`config.mk`:
```
export PLATFORM = sky130hd
export DESIGN_NAME = dp_link_trainer
export DESIGN_NICKNAME = d
export VERILOG_FILES = /design/src/rtl/lt_pkg.sv /design/src/rtl/lt_datapath.sv /design/src/rtl/lt_control.sv /design/src/rtl/dp_link_trainer.sv
export SDC_FILE = /design/constraint.sdc
export NUM_CORES = 1
export LEC_CHECK = 0
export ABC_AREA = 0
export BUFFER_PORTS_ARGS = -buffer_cell sky130_fd_sc_hd__buf_4
export CORE_ASPECT_RATIO = 0.9
export CORE_MARGIN = 4
export CORE_UTILIZATION = 40
export CTS_BUF_LIST = sky130_fd_sc_hd__clkbuf_4
export DETAILED_ROUTE_END_ITERATION = 8
export PLACE_DENSITY = 0.76
export SYNTH_ARGS = -nofsm -noshare
export SYNTH_HDL_FRONTEND = slang
export SYNTH_SLANG_ARGS = --single-unit
export TNS_END_PERCENT = 100
```
`constraint.sdc`:
```
create_clock -name clk -period 6.4 [get_ports clk]
set_input_delay 1.28 -clock clk [delete_from_list [all_inputs] [get_ports clk]]
set_output_delay 1.28 -clock clk [all_outputs]
set_load 0.1 [all_outputs]
```
`src/rtl/lt_pkg.sv`:
```
package lt_pkg;

  typedef enum logic [3:0] {
    CMD_NONE      = 4'd0,
    CMD_SINK_PWR  = 4'd1,
    CMD_SPREAD    = 4'd2,
    CMD_LANES     = 4'd3,
    CMD_RATE      = 4'd4,
    CMD_SRC_START = 4'd5,
    CMD_SINK_PAT  = 4'd6,
    CMD_SRC_PAT   = 4'd7,
    CMD_DRIVE     = 4'd8,
    CMD_STATUS    = 4'd9,
    CMD_SRC_DONE  = 4'd10
  } cmdKind_e;

  typedef enum logic [1:0] {
    TMR_SETTLE = 2'd0,
    TMR_CR     = 2'd1,
    TMR_EQ     = 2'd2
  } tmrSel_e;

  typedef enum logic [4:0] {
    ST_IDLE, ST_POWER, ST_SPREAD, ST_LANES, ST_RATE, ST_SRC_START, ST_PAT_OFF,
    ST_CR_SRC_PAT, ST_CR_SINK_PAT, ST_CR_DRIVE, ST_CR_SETTLE, ST_CR_WAIT,
    ST_CR_READ, ST_CR_ADJ, ST_EQ_SRC_PAT, ST_EQ_SINK_PAT, ST_EQ_WAIT,
    ST_EQ_READ, ST_EQ_ADJ, ST_FIN_WAIT, ST_FIN_PAT_OFF, ST_FIN_SRC_DONE,
    ST_REPORT
  } ltState_e;

  typedef struct packed {
    logic    loadTimer;
    tmrSel_e timerSel;
    logic    clrTrain;
    logic    adjTrain;
    logic    clrTries;
    logic    crStep;
    logic    eqStep;
  } ltStrobe_t;

  typedef struct packed {
    logic       timerZero;
    logic       allCr;
    logic       allEq;
    logic       allMaxSwing;
    logic       crStallHit;
    logic       eqExhausted;
    logic [7:0] setByte;
  } ltFlags_t;

  localparam int SWING_MAX_BIT = 2;
  localparam int EMPH_MAX_BIT  = 5;
  localparam logic [7:0] SPREAD_ON = 8'h10;
  localparam logic [7:0] ENH_FRAME = 8'h80;

endpackage

```
`src/rtl/lt_datapath.sv`:
```
module lt_datapath
  import lt_pkg::*;
#(
  parameter int NLANES        = 4,
  parameter int SETTLE_US     = 400,
  parameter int CR_POLL_US    = 100,
  parameter int EQ_POLL_US    = 400,
  parameter int CR_SAME_LIMIT = 5,
  parameter int EQ_TRY_LIMIT  = 5
) (
  input  logic                          clk,
  input  logic                          rstN,
  input  logic                          usTick,
  input  ltStrobe_t                     strobe,
  input  logic [$clog2(NLANES+1)-1:0]   cfgLanes,
  input  logic [NLANES-1:0]             stCrOk,
  input  logic [NLANES-1:0]             stEqOk,
  input  logic [2*NLANES-1:0]           stAdjSwing,
  input  logic [2*NLANES-1:0]           stAdjEmph,
  output ltFlags_t                      flags,
  output logic [8*NLANES-1:0]           trainSet
);

  localparam int LANE_W  = $clog2(NLANES+1);
  localparam int TMR_MAX = (SETTLE_US > CR_POLL_US) ?
                           ((SETTLE_US > EQ_POLL_US) ? SETTLE_US : EQ_POLL_US) :
                           ((CR_POLL_US > EQ_POLL_US) ? CR_POLL_US : EQ_POLL_US);
  localparam int TMR_W   = $clog2(TMR_MAX+1);
  localparam int TRY_MAX = (CR_SAME_LIMIT > EQ_TRY_LIMIT+1) ? CR_SAME_LIMIT : EQ_TRY_LIMIT+1;
  localparam int TRY_W   = $clog2(TRY_MAX+1);

  logic [NLANES-1:0] laneActive;
  logic [NLANES-1:0] crMiss;
  logic [NLANES-1:0] eqMiss;
  logic [NLANES-1:0] swingRoom;
  logic [1:0]        laneSwing [NLANES];
  logic [1:0]        laneEmph  [NLANES];
  logic [7:0]        laneSet   [NLANES];
  logic [1:0]        maxSwing, maxEmph;
  logic [7:0]        newByte;

  logic [TMR_W-1:0]  timer;
  logic [TRY_W-1:0]  tries;
  logic [1:0]        lastSwing;
  logic              lastValid;
  logic              sameSwing;

  // per-lane masking, status reduction and stored drive byte
  for (genvar g = 0; g < NLANES; g++) begin : g_lane
    assign laneActive[g] = (LANE_W'(g) < cfgLanes);
    assign crMiss[g]     = laneActive[g] & ~stCrOk[g];
    assign eqMiss[g]     = laneActive[g] & ~stEqOk[g];
    assign swingRoom[g]  = laneActive[g] & ~laneSet[g][SWING_MAX_BIT];
    assign laneSwing[g]  = laneActive[g] ? stAdjSwing[2*g +: 2] : 2'd0;
    assign laneEmph[g]   = laneActive[g] ? stAdjEmph[2*g +: 2]  : 2'd0;
    assign trainSet[8*g +: 8] = laneSet[g];

    always_ff @(posedge clk) begin
      if (!rstN || strobe.clrTrain) begin
        laneSet[g] <= 8'd0;
      end else if (strobe.adjTrain) begin
        laneSet[g] <= newByte;
      end
    end
  end

  always_comb begin
    maxSwing = 2'd0;
    maxEmph  = 2'd0;
    for (int l = 0; l < NLANES; l++) begin
      if (laneSwing[l] > maxSwing) maxSwing = laneSwing[l];
      if (laneEmph[l]  > maxEmph)  maxEmph  = laneEmph[l];
    end
    newByte = {2'b00, (maxEmph == 2'd3), maxEmph, (maxSwing == 2'd3), maxSwing};
  end

  // microsecond wait counter
  always_ff @(posedge clk) begin
    if (!rstN) begin
      timer <= '0;
    end else if (strobe.loadTimer) begin
      case (strobe.timerSel)
        TMR_SETTLE: timer <= TMR_W'(SETTLE_US);
        TMR_CR:     timer <= TMR_W'(CR_POLL_US);
        default:    timer <= TMR_W'(EQ_POLL_US);
      endcase
    end else if (usTick && timer != '0) begin
      timer <= timer - 1'b1;
    end
  end

  // retry tracking shared by both phases
  assign sameSwing = lastValid && (laneSet[0][1:0] == lastSwing);

  always_ff @(posedge clk) begin
    if (!rstN || strobe.clrTries) begin
      tries     <= '0;
      lastSwing <= 2'd0;
      lastValid <= 1'b0;
    end else if (strobe.crStep) begin
      tries     <= sameSwing ? tries + 1'b1 : '0;
      lastSwing <= laneSet[0][1:0];
      lastValid <= 1'b1;
    end else if (strobe.eqStep) begin
      tries     <= tries + 1'b1;
    end
  end

  assign flags.timerZero   = (timer == '0);
  assign flags.allCr       = ~|crMiss;
  assign flags.allEq       = ~|eqMiss;
  assign flags.allMaxSwing = ~|swingRoom;
  assign flags.crStallHit  = sameSwing && (tries == TRY_W'(CR_SAME_LIMIT - 1));
  assign flags.eqExhausted = (tries > TRY_W'(EQ_TRY_LIMIT));
  assign flags.setByte     = laneSet[0];

  AST_SWING_FLAG: assert property (@(posedge clk) disable iff (!rstN)
    laneSet[0][SWING_MAX_BIT] == (laneSet[0][1:0] == 2'd3));
  AST_EMPH_FLAG: assert property (@(posedge clk) disable iff (!rstN)
    laneSet[0][EMPH_MAX_BIT] == (laneSet[0][4:3] == 2'd3));
  AST_TRIES_BOUND: assert property (@(posedge clk) disable iff (!rstN)
    tries <= TRY_W'(TRY_MAX));
  AST_TIMER_ARMED: assert property (@(posedge clk) disable iff (!rstN)
    strobe.loadTimer |=> !flags.timerZero);

endmodule

```
`src/rtl/lt_control.sv`:
```
module lt_control
  import lt_pkg::*;
#(
  parameter int NLANES = 4
) (
  input  logic                        clk,
  input  logic                        rstN,
  input  logic                        start,
  input  logic [$clog2(NLANES+1)-1:0] cfgLanes,
  input  logic [7:0]                  cfgRate,
  input  logic                        cfgSpread,
  input  logic                        cfgEnhanced,
  input  logic                        cfgTps3,
  input  logic                        cmdDone,
  input  logic                        stFail,
  input  ltFlags_t                    flags,
  output ltStrobe_t                   strobe,
  output logic                        cmdValid,
  output cmdKind_e                    cmdKind,
  output logic [7:0]                  cmdData,
  output logic                        trainDone,
  output logic                        trainPass
);

  ltState_e state, nxt;
  logic     passSet;
  logic [7:0] eqPattern;

  assign eqPattern = cfgTps3 ? 8'd3 : 8'd2;

  always_ff @(posedge clk) begin
    if (!rstN) begin
      state <= ST_IDLE;
    end else begin
      state <= nxt;
    end
  end

  always_ff @(posedge clk) begin
    if (!rstN) begin
      trainPass <= 1'b0;
    end else if (state == ST_IDLE && start) begin
      trainPass <= 1'b0;
    end else if (passSet) begin
      trainPass <= 1'b1;
    end
  end

  always_comb begin
    nxt     = state;
    strobe  = '0;
    passSet = 1'b0;
    case (state)
      ST_IDLE:      if (start)   nxt = ST_POWER;
      ST_POWER:     if (cmdDone) nxt = ST_SPREAD;
      ST_SPREAD:    if (cmdDone) nxt = ST_LANES;
      ST_LANES:     if (cmdDone) nxt = ST_RATE;
      ST_RATE:      if (cmdDone) nxt = ST_SRC_START;
      ST_SRC_START: if (cmdDone) nxt = ST_PAT_OFF;
      ST_PAT_OFF:   if (cmdDone) nxt = ST_CR_SRC_PAT;
      ST_CR_SRC_PAT: if (cmdDone) nxt = ST_CR_SINK_PAT;
      ST_CR_SINK_PAT: if (cmdDone) begin
        nxt             = ST_CR_DRIVE;
        strobe.clrTrain = 1'b1;
        strobe.clrTries = 1'b1;
      end
      ST_CR_DRIVE: if (cmdDone) begin
        nxt              = ST_CR_SETTLE;
        strobe.loadTimer = 1'b1;
        strobe.timerSel  = TMR_SETTLE;
      end
      ST_CR_SETTLE: if (flags.timerZero) begin
        nxt              = ST_CR_WAIT;
        strobe.loadTimer = 1'b1;
        strobe.timerSel  = TMR_CR;
      end
      ST_CR_WAIT: if (flags.timerZero) nxt = ST_CR_READ;
      ST_CR_READ: if (cmdDone) begin
        if (stFail || (!flags.allCr && (flags.allMaxSwing || flags.crStallHit))) begin
          nxt              = ST_FIN_WAIT;
          strobe.loadTimer = 1'b1;
          strobe.timerSel  = TMR_SETTLE;
        end else if (flags.allCr) begin
          nxt             = ST_EQ_SRC_PAT;
          strobe.clrTries = 1'b1;
        end else begin
          nxt             = ST_CR_ADJ;
          strobe.adjTrain = 1'b1;
          strobe.crStep   = 1'b1;
        end
      end
      ST_CR_ADJ: if (cmdDone) begin
        nxt              = ST_CR_WAIT;
        strobe.loadTimer = 1'b1;
        strobe.timerSel  = TMR_CR;
      end
      ST_EQ_SRC_PAT: if (cmdDone) nxt = ST_EQ_SINK_PAT;
      ST_EQ_SINK_PAT: if (cmdDone) begin
        nxt              = ST_EQ_WAIT;
        strobe.loadTimer = 1'b1;
        strobe.timerSel  = TMR_EQ;
      end
      ST_EQ_WAIT: if (flags.timerZero) nxt = ST_EQ_READ;
      ST_EQ_READ: if (cmdDone) begin
        if (stFail || flags.allEq || flags.eqExhausted) begin
          nxt              = ST_FIN_WAIT;
          strobe.loadTimer = 1'b1;
          strobe.timerSel  = TMR_SETTLE;
          passSet          = !stFail && flags.allEq;
        end else begin
          nxt             = ST_EQ_ADJ;
          strobe.adjTrain = 1'b1;
          strobe.eqStep   = 1'b1;
        end
      end
      ST_EQ_ADJ: if (cmdDone) begin
        nxt              = ST_EQ_WAIT;
        strobe.loadTimer = 1'b1;
        strobe.timerSel  = TMR_EQ;
      end
      ST_FIN_WAIT:     if (flags.timerZero) nxt = ST_FIN_PAT_OFF;
      ST_FIN_PAT_OFF:  if (cmdDone) nxt = ST_FIN_SRC_DONE;
      ST_FIN_SRC_DONE: if (cmdDone) nxt = ST_REPORT;
      ST_REPORT:       nxt = ST_IDLE;
      default:         nxt = ST_IDLE;
    endcase
  end

  // command decode from the current state
  always_comb begin
    cmdKind = CMD_NONE;
    cmdData = 8'd0;
    case (state)
      ST_POWER:     begin cmdKind = CMD_SINK_PWR;  cmdData = 8'd1; end
      ST_SPREAD:    begin cmdKind = CMD_SPREAD;    cmdData = cfgSpread ? SPREAD_ON : 8'd0; end
      ST_LANES:     begin cmdKind = CMD_LANES;
                          cmdData = 8'(cfgLanes) | (cfgEnhanced ? ENH_FRAME : 8'd0); end
      ST_RATE:      begin cmdKind = CMD_RATE;      cmdData = cfgRate; end
      ST_SRC_START: cmdKind = CMD_SRC_START;
      ST_PAT_OFF, ST_FIN_PAT_OFF: cmdKind = CMD_SINK_PAT;
      ST_CR_SRC_PAT:  begin cmdKind = CMD_SRC_PAT;  cmdData = 8'd1; end
      ST_CR_SINK_PAT: begin cmdKind = CMD_SINK_PAT; cmdData = 8'd1; end
      ST_EQ_SRC_PAT:  begin cmdKind = CMD_SRC_PAT;  cmdData = eqPattern; end
      ST_EQ_SINK_PAT: begin cmdKind = CMD_SINK_PAT; cmdData = eqPattern; end
      ST_CR_DRIVE, ST_CR_ADJ, ST_EQ_ADJ: begin cmdKind = CMD_DRIVE; cmdData = flags.setByte; end
      ST_CR_READ, ST_EQ_READ: cmdKind = CMD_STATUS;
      ST_FIN_SRC_DONE: cmdKind = CMD_SRC_DONE;
      default: ;
    endcase
  end

  assign cmdValid  = (cmdKind != CMD_NONE);
  assign trainDone = (state == ST_REPORT);

  AST_CMD_HOLD: assert property (@(posedge clk) disable iff (!rstN)
    (cmdValid && !cmdDone) |=> (cmdValid && $stable(cmdKind) && $stable(cmdData)));
  AST_DONE_PULSE: assert property (@(posedge clk) disable iff (!rstN)
    trainDone |=> !trainDone);
  AST_PASS_RISE: assert property (@(posedge clk) disable iff (!rstN)
    $rose(trainPass) |-> (state == ST_FIN_WAIT));
  AST_IDLE_QUIET: assert property (@(posedge clk) disable iff (!rstN)
    (state == ST_IDLE) |-> !cmdValid);

endmodule

```
`src/rtl/dp_link_trainer.sv`:
```
module dp_link_trainer
  import lt_pkg::*;
#(
  parameter int NLANES        = 4,
  parameter int SETTLE_US     = 400,
  parameter int CR_POLL_US    = 100,
  parameter int EQ_POLL_US    = 400,
  parameter int CR_SAME_LIMIT = 5,
  parameter int EQ_TRY_LIMIT  = 5
) (
  input  logic                        clk,
  input  logic                        rstN,
  input  logic                        start,
  input  logic                        usTick,
  input  logic [$clog2(NLANES+1)-1:0] cfgLanes,
  input  logic [7:0]                  cfgRate,
  input  logic                        cfgSpread,
  input  logic                        cfgEnhanced,
  input  logic                        cfgTps3,
  output logic                        cmdValid,
  output logic [3:0]                  cmdKind,
  output logic [7:0]                  cmdData,
  input  logic                        cmdDone,
  input  logic                        stFail,
  input  logic [NLANES-1:0]           stCrOk,
  input  logic [NLANES-1:0]           stEqOk,
  input  logic [2*NLANES-1:0]         stAdjSwing,
  input  logic [2*NLANES-1:0]         stAdjEmph,
  output logic [8*NLANES-1:0]         trainSet,
  output logic                        trainDone,
  output logic                        trainPass
);

  ltStrobe_t strobe;
  ltFlags_t  flags;
  cmdKind_e  kindEnum;

  lt_control #(.NLANES(NLANES)) u_control (
    .clk(clk), .rstN(rstN), .start(start),
    .cfgLanes(cfgLanes), .cfgRate(cfgRate), .cfgSpread(cfgSpread),
    .cfgEnhanced(cfgEnhanced), .cfgTps3(cfgTps3),
    .cmdDone(cmdDone), .stFail(stFail), .flags(flags), .strobe(strobe),
    .cmdValid(cmdValid), .cmdKind(kindEnum), .cmdData(cmdData),
    .trainDone(trainDone), .trainPass(trainPass)
  );

  lt_datapath #(
    .NLANES(NLANES), .SETTLE_US(SETTLE_US), .CR_POLL_US(CR_POLL_US),
    .EQ_POLL_US(EQ_POLL_US), .CR_SAME_LIMIT(CR_SAME_LIMIT), .EQ_TRY_LIMIT(EQ_TRY_LIMIT)
  ) u_datapath (
    .clk(clk), .rstN(rstN), .usTick(usTick), .strobe(strobe), .cfgLanes(cfgLanes),
    .stCrOk(stCrOk), .stEqOk(stEqOk), .stAdjSwing(stAdjSwing), .stAdjEmph(stAdjEmph),
    .flags(flags), .trainSet(trainSet)
  );

  assign cmdKind = kindEnum;

endmodule

```
==> results.md, run 1 <==
* Final worst-path cycle share at 67.3%
* Flip-flop and latch area at 601 µm²
* Via count at 2744
* Seq/Total Area, Yosys at 21.6%
* Synth Area in Simple Gates at 26.3%
* WP data required at 6.49 ns
* Register share of total power at 25.5%
* Die H at 87.1 µm
* First-pass GRT wire length at 11.5 mm
* Lkg Pwr at 1.55 nW
* DRT iter0 DRCs at 152
* Synth top area cells: dfxtp_1 15%, ha_1 9.4%, buf_4 7.6%
* Fin crit period at 4.31 ns
* Adder-cell area share of the yosys netlist at 9.44%
* Max FO, Critical Path at 15
* Syn Area/Cell at 7.52 µm²
* Post-synth ARST share at 0%
* Cts hold-fix bufs at 0
* Max Transition Viols Final at 0
* DP Wirelength at 5.86 mm
* Combinational share of power at 67.5%
* Synth top area share at 15.1%
* Switching pwr at 0.000632 W
* Worst path arrival time at 4.40 ns
* Ant diodes at 0
* Avg WL per Cell at 14.3 µm
* WL final at 7.34 mm
* TritonRoute pass-1 iters at 5
* DRC viols at 0
* Outcome: completed
* Resized Gates After CTS at 0
* Die width at 95.9 µm
* Synth Instances at 370
* Pint at 0.000446 W
* Root buf cell: clkbuf_4
* Worst min-delay path category: flip-flop to flip-flop
* Fin util at 49.6%
* Ys flop type: dfxtp_1
* IO Port Bufs at 82
* Number of flops mapped to enable cells by yosys at 6
* Rows at 28
* CP Class: input pin to flip-flop
* Max frequency at 0.232 GHz
* Die ar. at 0.00836 mm²
* Worst-path clk slew at 0.15 ns
* Max_slew headroom at 45.5%
* Maximum VDD drop at 151 µV
* IO Pins at 91
* Tot GR Track Use at 16.9%
* Area of the multi-input gates at 0.00186 mm²
* Layout Nets at 488
* Complex-gate fraction of the synthesized area at 24.4%
* Post-synthesis mux area share at 2.20%
* Final Power at 0.00108 W
* Antenna violations before repair at 0
* Mapped cell area at 0.00278 mm²
* CTS buffer count at 3
* Post-route ant nets at 0
* Final setup vio count at 0
* Slew @ Worst Pin at 0.816 ns
* GPL Wtd Cong at 0.913
* #FFs+latches synth at 27
* CORE AREA at 0.00666 mm²
* Final Cell Area at 0.00330 mm²
* Syn. warnings at 0
* Clk_lat worst skew at 0.32 ns
* CP endpoint kind: flip-flop
* Netlist cell types at 63
* Yosys top cell by area: dfxtp_1
* # Max-Cap Violations at 0
* Sw frac at 58.6%
* H-tree Lvls at 1
* Setup_tns at 0 ns
* RSZ-0062 raised after global routing: no
* PwrDens at 327 mW/mm²
* CTS Buffer Depth at 2
* DP Area at 0.00327 mm²
* Vias in the first global route at 2477
* Vias per cell at 5.36
* Area grow syn2layout at 18.6%
* CTS Sinks at 27
* Fill cell count at 677
* Overflow after GRT at 0
* Starting density of the core at 41.8%
* Largest net degree at the start of global routing at 27
* CTS tree: done
* Startpoint types: input pin
* Postcts setup bufs at 0
* Clock share of power at 7.1%
* Final hold vios at 0
* Synth Area in XOR/XNOR at 3.46%
* Main combinational cell family by area after synthesis: simple AND/OR/NAND/NOR gates
* Worst clock skew at 0.00138 ns
* Share of cells above drive strength 1 at 23.0%
cell usage in the layout (no fill, tap or decap), types with 5 or more instances in the layout:
master / synthesis / final
a21o_1: 5 / 5
ha_1: 21 / 21
mux2i_1: 5 / 5
nor3_1: 13 / 13
a22o_1: 5 / 5
xnor2_1: 7 / 7
nand3_1: 7 / 7
dfxtp_1: 21 / 21
nor2_1: 38 / 38
o22ai_1: 6 / 6
nand2b_1: 13 / 13
conb_1: 1 / 8
a21oi_1: 16 / 16
o21ai_0: 20 / 20
nor2b_1: 8 / 8
and2_1: 9 / 9
inv_1: 22 / 22
edfxtp_1: 6 / 6
buf_4: 28 / 82
nand2_1: 39 / 39
flip-flops by register name, indices dropped and copies added (netlist names):
signal	cells
u_control.state	5
u_control.trainPass	1
u_datapath.laneSet	6
u_datapath.lastSwing	2
u_datapath.lastValid	1
u_datapath.timer	9
u_datapath.tries	3
per-stage QoR:
stage / hold WS [ns] / std cells / setup slack, ns
floorplan: 0.464 / 377 / 1.98
global placement: 0.479 / 508 / 1.86
detailed placement: 0.489 / 508 / 1.77
CTS: 0.522 / 512 / 2.13
global route: 0.539 / 512 / 1.95
finish: 0.525 / 512 / 2.09
critical path: stages:
cell	delay, ns
buf_4	0.17
or3_1	0.41
and2_1	0.19
ha_1	0.32
mux2i_1	0.15
o2111a_1	0.24
a31oi_1	0.24
ha_1	0.21
nor2_1	0.05
o22ai_1	0.18
nor2_1	0.06
a21o_1	0.18
ha_1	0.28
nand2b_1	0.05
o21ai_0	0.09
nor2_1	0.06
a21oi_1	0.16
nor3_1	0.08
cells in the mapped netlist (all sizes together) (2+ instances only):
cell,number
or3,3
inv,22
nand2,39
a22o,5
and3,2
a32oi,2
mux2i,5
o21ba,3
o21a,3
or2,2
edfxtp,6
nor2b,8
a21boi,2
o22ai,6
o221ai,4
nor2,40
and2,10
nor4,3
o2111a,2
and3b,3
xnor2,7
xor2,4
nand2b,13
a32o,2
a221o,2
o21ai,21
dfxtp,21
clkbuf,7
nand3,7
o2bb2ai,2
ha,21
a21o,5
a31oi,4
or4,2
buf,34
o31ai,2
a21oi,16
nor3,14
metal layers:
metal	global-route usage (%)	vias up	wire length (µm)
li1	-	1377	-
met1	22.9	1238	3290
met2	27.1	123	3240
met3	4.06	6	734
met4	4.01	0	66
met5	0	-	0
cell families (layout without fill, tap and decap cells):
group                      count (synthesis)  count (layout)
DFF                                       27              27
muxes                                      6               6
adders and majority gates                 21              21
xor gates and xnor gates                  11              11
buffers and inverters                     63             108
and+or+nand+nor                          149             149
AOI/OAI and AO/OA                         92              92
other                                      1               8
worst paths after layout:
path	from	end	slack [ns]	cells after the start
worst min register to register	u_datapath.tries[2]	u_datapath.tries[2]	0.52	2
worst max-delay path	cfgLanes[2]	u_datapath.laneSet[0][5]	2.09	18
worst min-delay path	u_datapath.tries[2]	u_datapath.tries[2]	0.52	2
worst max register to register	u_control.state[1]	u_datapath.laneSet[0][5]	3.78	6
layout make-up:
cell class                      count  share of cell area, %
Inverter                           22                   2.50
Tap cell                           90                   3.41
Clock inverter                      1                  0.152
Timing Repair Buffer               82                   18.7
Sequential cell                    27                   18.2
Multi-Input combinational cell    287                   56.4
Clock buffer                        3                  0.682
power groups by stage:
stage	clock [W]	combinational (W)	sequential, W
floorplan	0	0.000626	0.000240
global placement	0	0.000717	0.000275
detailed placement	0	0.000724	0.000276
CTS	0.0000798	0.000726	0.000272
global route	0.0000867	0.000775	0.000281
finish	0.0000762	0.000728	0.000275
No activity file was read; power rests on OpenSTA's default activity.
==> inputs of run 2 (changes only) <==
Settings changed: PLACE_DENSITY 0.76 to 0.79.
Clock period 6.4 ns to 3.9 ns, I/O delays scaled along.
==> run 2 against run 1 <==
  * Clock power is 81% higher
  * Die area stayed put
  * Clock skew is 0.0075 ns higher
  * Sequential power is 53% higher
  * First-iteration DRC count is 25% higher
  * Critical path depth stayed put
  * Final cell count is 2.1% higher
  * Wire length is 1.3% lower
  * Global-route usage is 0.37 points higher
  * Flip-flop and latch count stayed put
  * Via count is 2.4% higher
  * Total power is 67% higher
  * Critical endpoint is now u_datapath.laneSet[2][0]
  * Largest cell class unchanged
  * Largest power group unchanged
==> results.md, run 2 (synthesized netlist as in run 1, its figures left out) <==
* Worst-path clk slew at 0.15 ns (about the same)
* RSZ-0062 raised after global routing: no
* Startpoint types: input pin
* Antenna violations before repair at 0 (unchanged)
* Cts hold-fix bufs at 0 (unchanged)
* Slowest CP cell: or3_4
* Clk_lat worst skew at 0.33 ns (about the same)
* Fin crit period at 3.69 ns
* CTS tree: done
* Via count at 2811 (+2.4%)
* PwrDens at 530 mW/mm² (+62%)
* Root buf cell: clkbuf_4
* DRC viols at 0 (unchanged)
* Place WS at -0.137 ns (-1.90 ns)
* IO Port Bufs at 82 (unchanged)
* Postcts setup bufs at 0 (unchanged)
* Area grow syn2layout at 21.9%
* DP Wirelength at 5.83 mm (-0.60%)
* Final worst-path cycle share at 94.7%
* Share of cells above drive strength 1 at 25.2% (+2.2 points)
* CTS Sinks at 27 (unchanged)
* Top Registers: u_datapath.timer (9), u_datapath.laneSet (6), u_control.state (5)
* Layout Nets at 499 (+2.3%)
* Max frequency at 0.271 GHz
* Maximum VDD drop at 236 µV (+57%)
* Final hold vios at 0 (unchanged)
* CP Cell Sequence: buf_4 > or3_4 > nand2_1 > ha_1 > nor2b_1 > o21ai_0 > mux2_2 > inv_1 > ha_1 > inv_1 > o22ai_1 > a21oi_1 > a21oi_1 > ha_1 > inv_1 > o22ai_1 > mux2i_1 > nor2_1
* CTS buffer count at 3 (unchanged)
* Starting density of the core at 41.8% (unchanged)
* Overflow after GRT at 0 (unchanged)
* CORE AREA at 0.00666 mm² (unchanged)
* Placed Cells at 519 (+2.2%)
* Die ar. at 0.00836 mm² (unchanged)
* Worst path arrival time at 3.79 ns (-0.61 ns)
* Die H at 87.1 µm (unchanged)
* Tot GR Track Use at 17.3% (+0.37 points)
* # Max-Cap Violations at 0 (unchanged)
* WP data required at 4.00 ns (-2.49 ns)
* Largest net degree at the start of global routing at 26 (-3.7%)
* Avg WL per Cell at 13.8 µm (-3.4%)
* Non-Filler Instances at 523 (+2.1%)
* Final setup vio count at 0 (unchanged)
* H-tree Lvls at 1 (unchanged)
* DRT iter0 DRCs at 190 (+25%)
* Max FFs per register at 9 (unchanged)
* Die width at 95.9 µm (unchanged)
* Vias per cell at 5.37 (+0.29%)
* Top reg by flops: u_datapath.timer
* Worst min-delay path category: flip-flop to flip-flop
* Worst path max stage delay at 0.39 ns (-0.02 ns)
* Sum of buffers and inverters on the critical path at 4 (+3)
* Resized Gates After CTS at 0 (unchanged)
* Vias in the first global route at 2513 (+1.5%)
* Commonest cells after routing, fill and taps aside: 93 x buf_4, 39 x nand2_1, 38 x nor2_1, 22 x inv_1
* Max FO, Critical Path at 4 (-11)
* WL final at 7.24 mm (-1.3%)
* CP Class: input pin to flip-flop
* Worst clock skew at 0.00892 ns (+0.00754 ns)
* Fin util at 50.9% (+1.4 points)
* CTS Buffer Depth at 2 (unchanged)
* Top cell family by delay on the critical path: adder cells
* Ant diodes at 0 (unchanged)
* CP endpoint kind: flip-flop
* Outcome: completed
* First-pass GRT wire length at 11.7 mm (+2.2%)
* Max_slew headroom at 55.3% (+9.8 points)
* IO Pins at 91 (unchanged)
* Lkg Pwr at 1.61 nW (+3.7%)
* Final WS setup at 0.206 ns (-1.89 ns)
* GPL Wtd Cong at 0.876 (-4.1%)
* TritonRoute pass-1 iters at 4 (-1)
* Max Transition Viols Final at 0 (unchanged)
* Rows at 28 (unchanged)
* Post-route ant nets at 0 (unchanged)
* Most common cell after layout, fill and taps aside: buf_4
* Slew @ Worst Pin at 0.671 ns (-0.146 ns)
[run 2: cell count changes in the layout (fill, tap and decap cells not counted)]
cell / delta
buf_4: +11
or3_1: -1
clkinv_2: -1
clkbuf_4: +1
or3_4: +1
[run 2: metal layers]
layer	up-vias	wire, µm	GRT usage, %
met5	-	0	0
met4	0	39	2.71
met3	2	673	3.11
met2	115	3320	28.5
met1	1290	3200	23.9
li1	1404	-	-
[run 2: per-stage QoR]
step | power, W | hold WS, ns | TNS (ns) | cell area (µm²)
global route | 0.00192 | 0.560 | 0 | 3390
finish | 0.00180 | 0.526 | 0 | 3390
floorplan | 0.00142 | 0.464 | 0 | 2820
CTS | 0.00180 | 0.525 | 0 | 3390
detailed placement | 0.00166 | 0.487 | -0.508 | 3360
global placement | 0.00165 | 0.481 | -0.113 | 3360
[run 2: layout make-up]
cell class | instances | area, µm²
timing repair buffer | 93 | 698
multi-input combinational | 287 | 1870
inverter | 22 | 82.6
tap | 90 | 113
clock buffer | 4 | 30.0
fill | 645 | 3270
sequential | 27 | 601
[run 2: final timing paths]
| path | startpoint | end | slack [ns] | depth (start not counted) |
|---|---|---|---|---|
| worst min register to register | u_datapath.tries[2] | u_datapath.tries[2] | 0.53 | 2 |
| worst max register to register | u_control.state[2] | u_datapath.laneSet[2][2] | 1.27 | 6 |
| worst max-delay path | cfgLanes[1] | u_datapath.laneSet[2][0] | 0.21 | 18 |
| worst min-delay path | u_datapath.tries[2] | u_datapath.tries[2] | 0.53 | 2 |
[run 2: power by group]
group / switching, W / internal, W / leakage [nW]
sequential: 0.0000859 / 0.000334 / 0.233
combinational: 0.000860 / 0.000380 / 1.36
clock: 0.0000909 / 0.0000470 / 0.0184
[run 2: worst min-delay path, cell delays in order, from the launching register on]
cell and delay, ns:
dfxtp_1 0.36, o21ai_0 0.08, a21oi_1 0.06
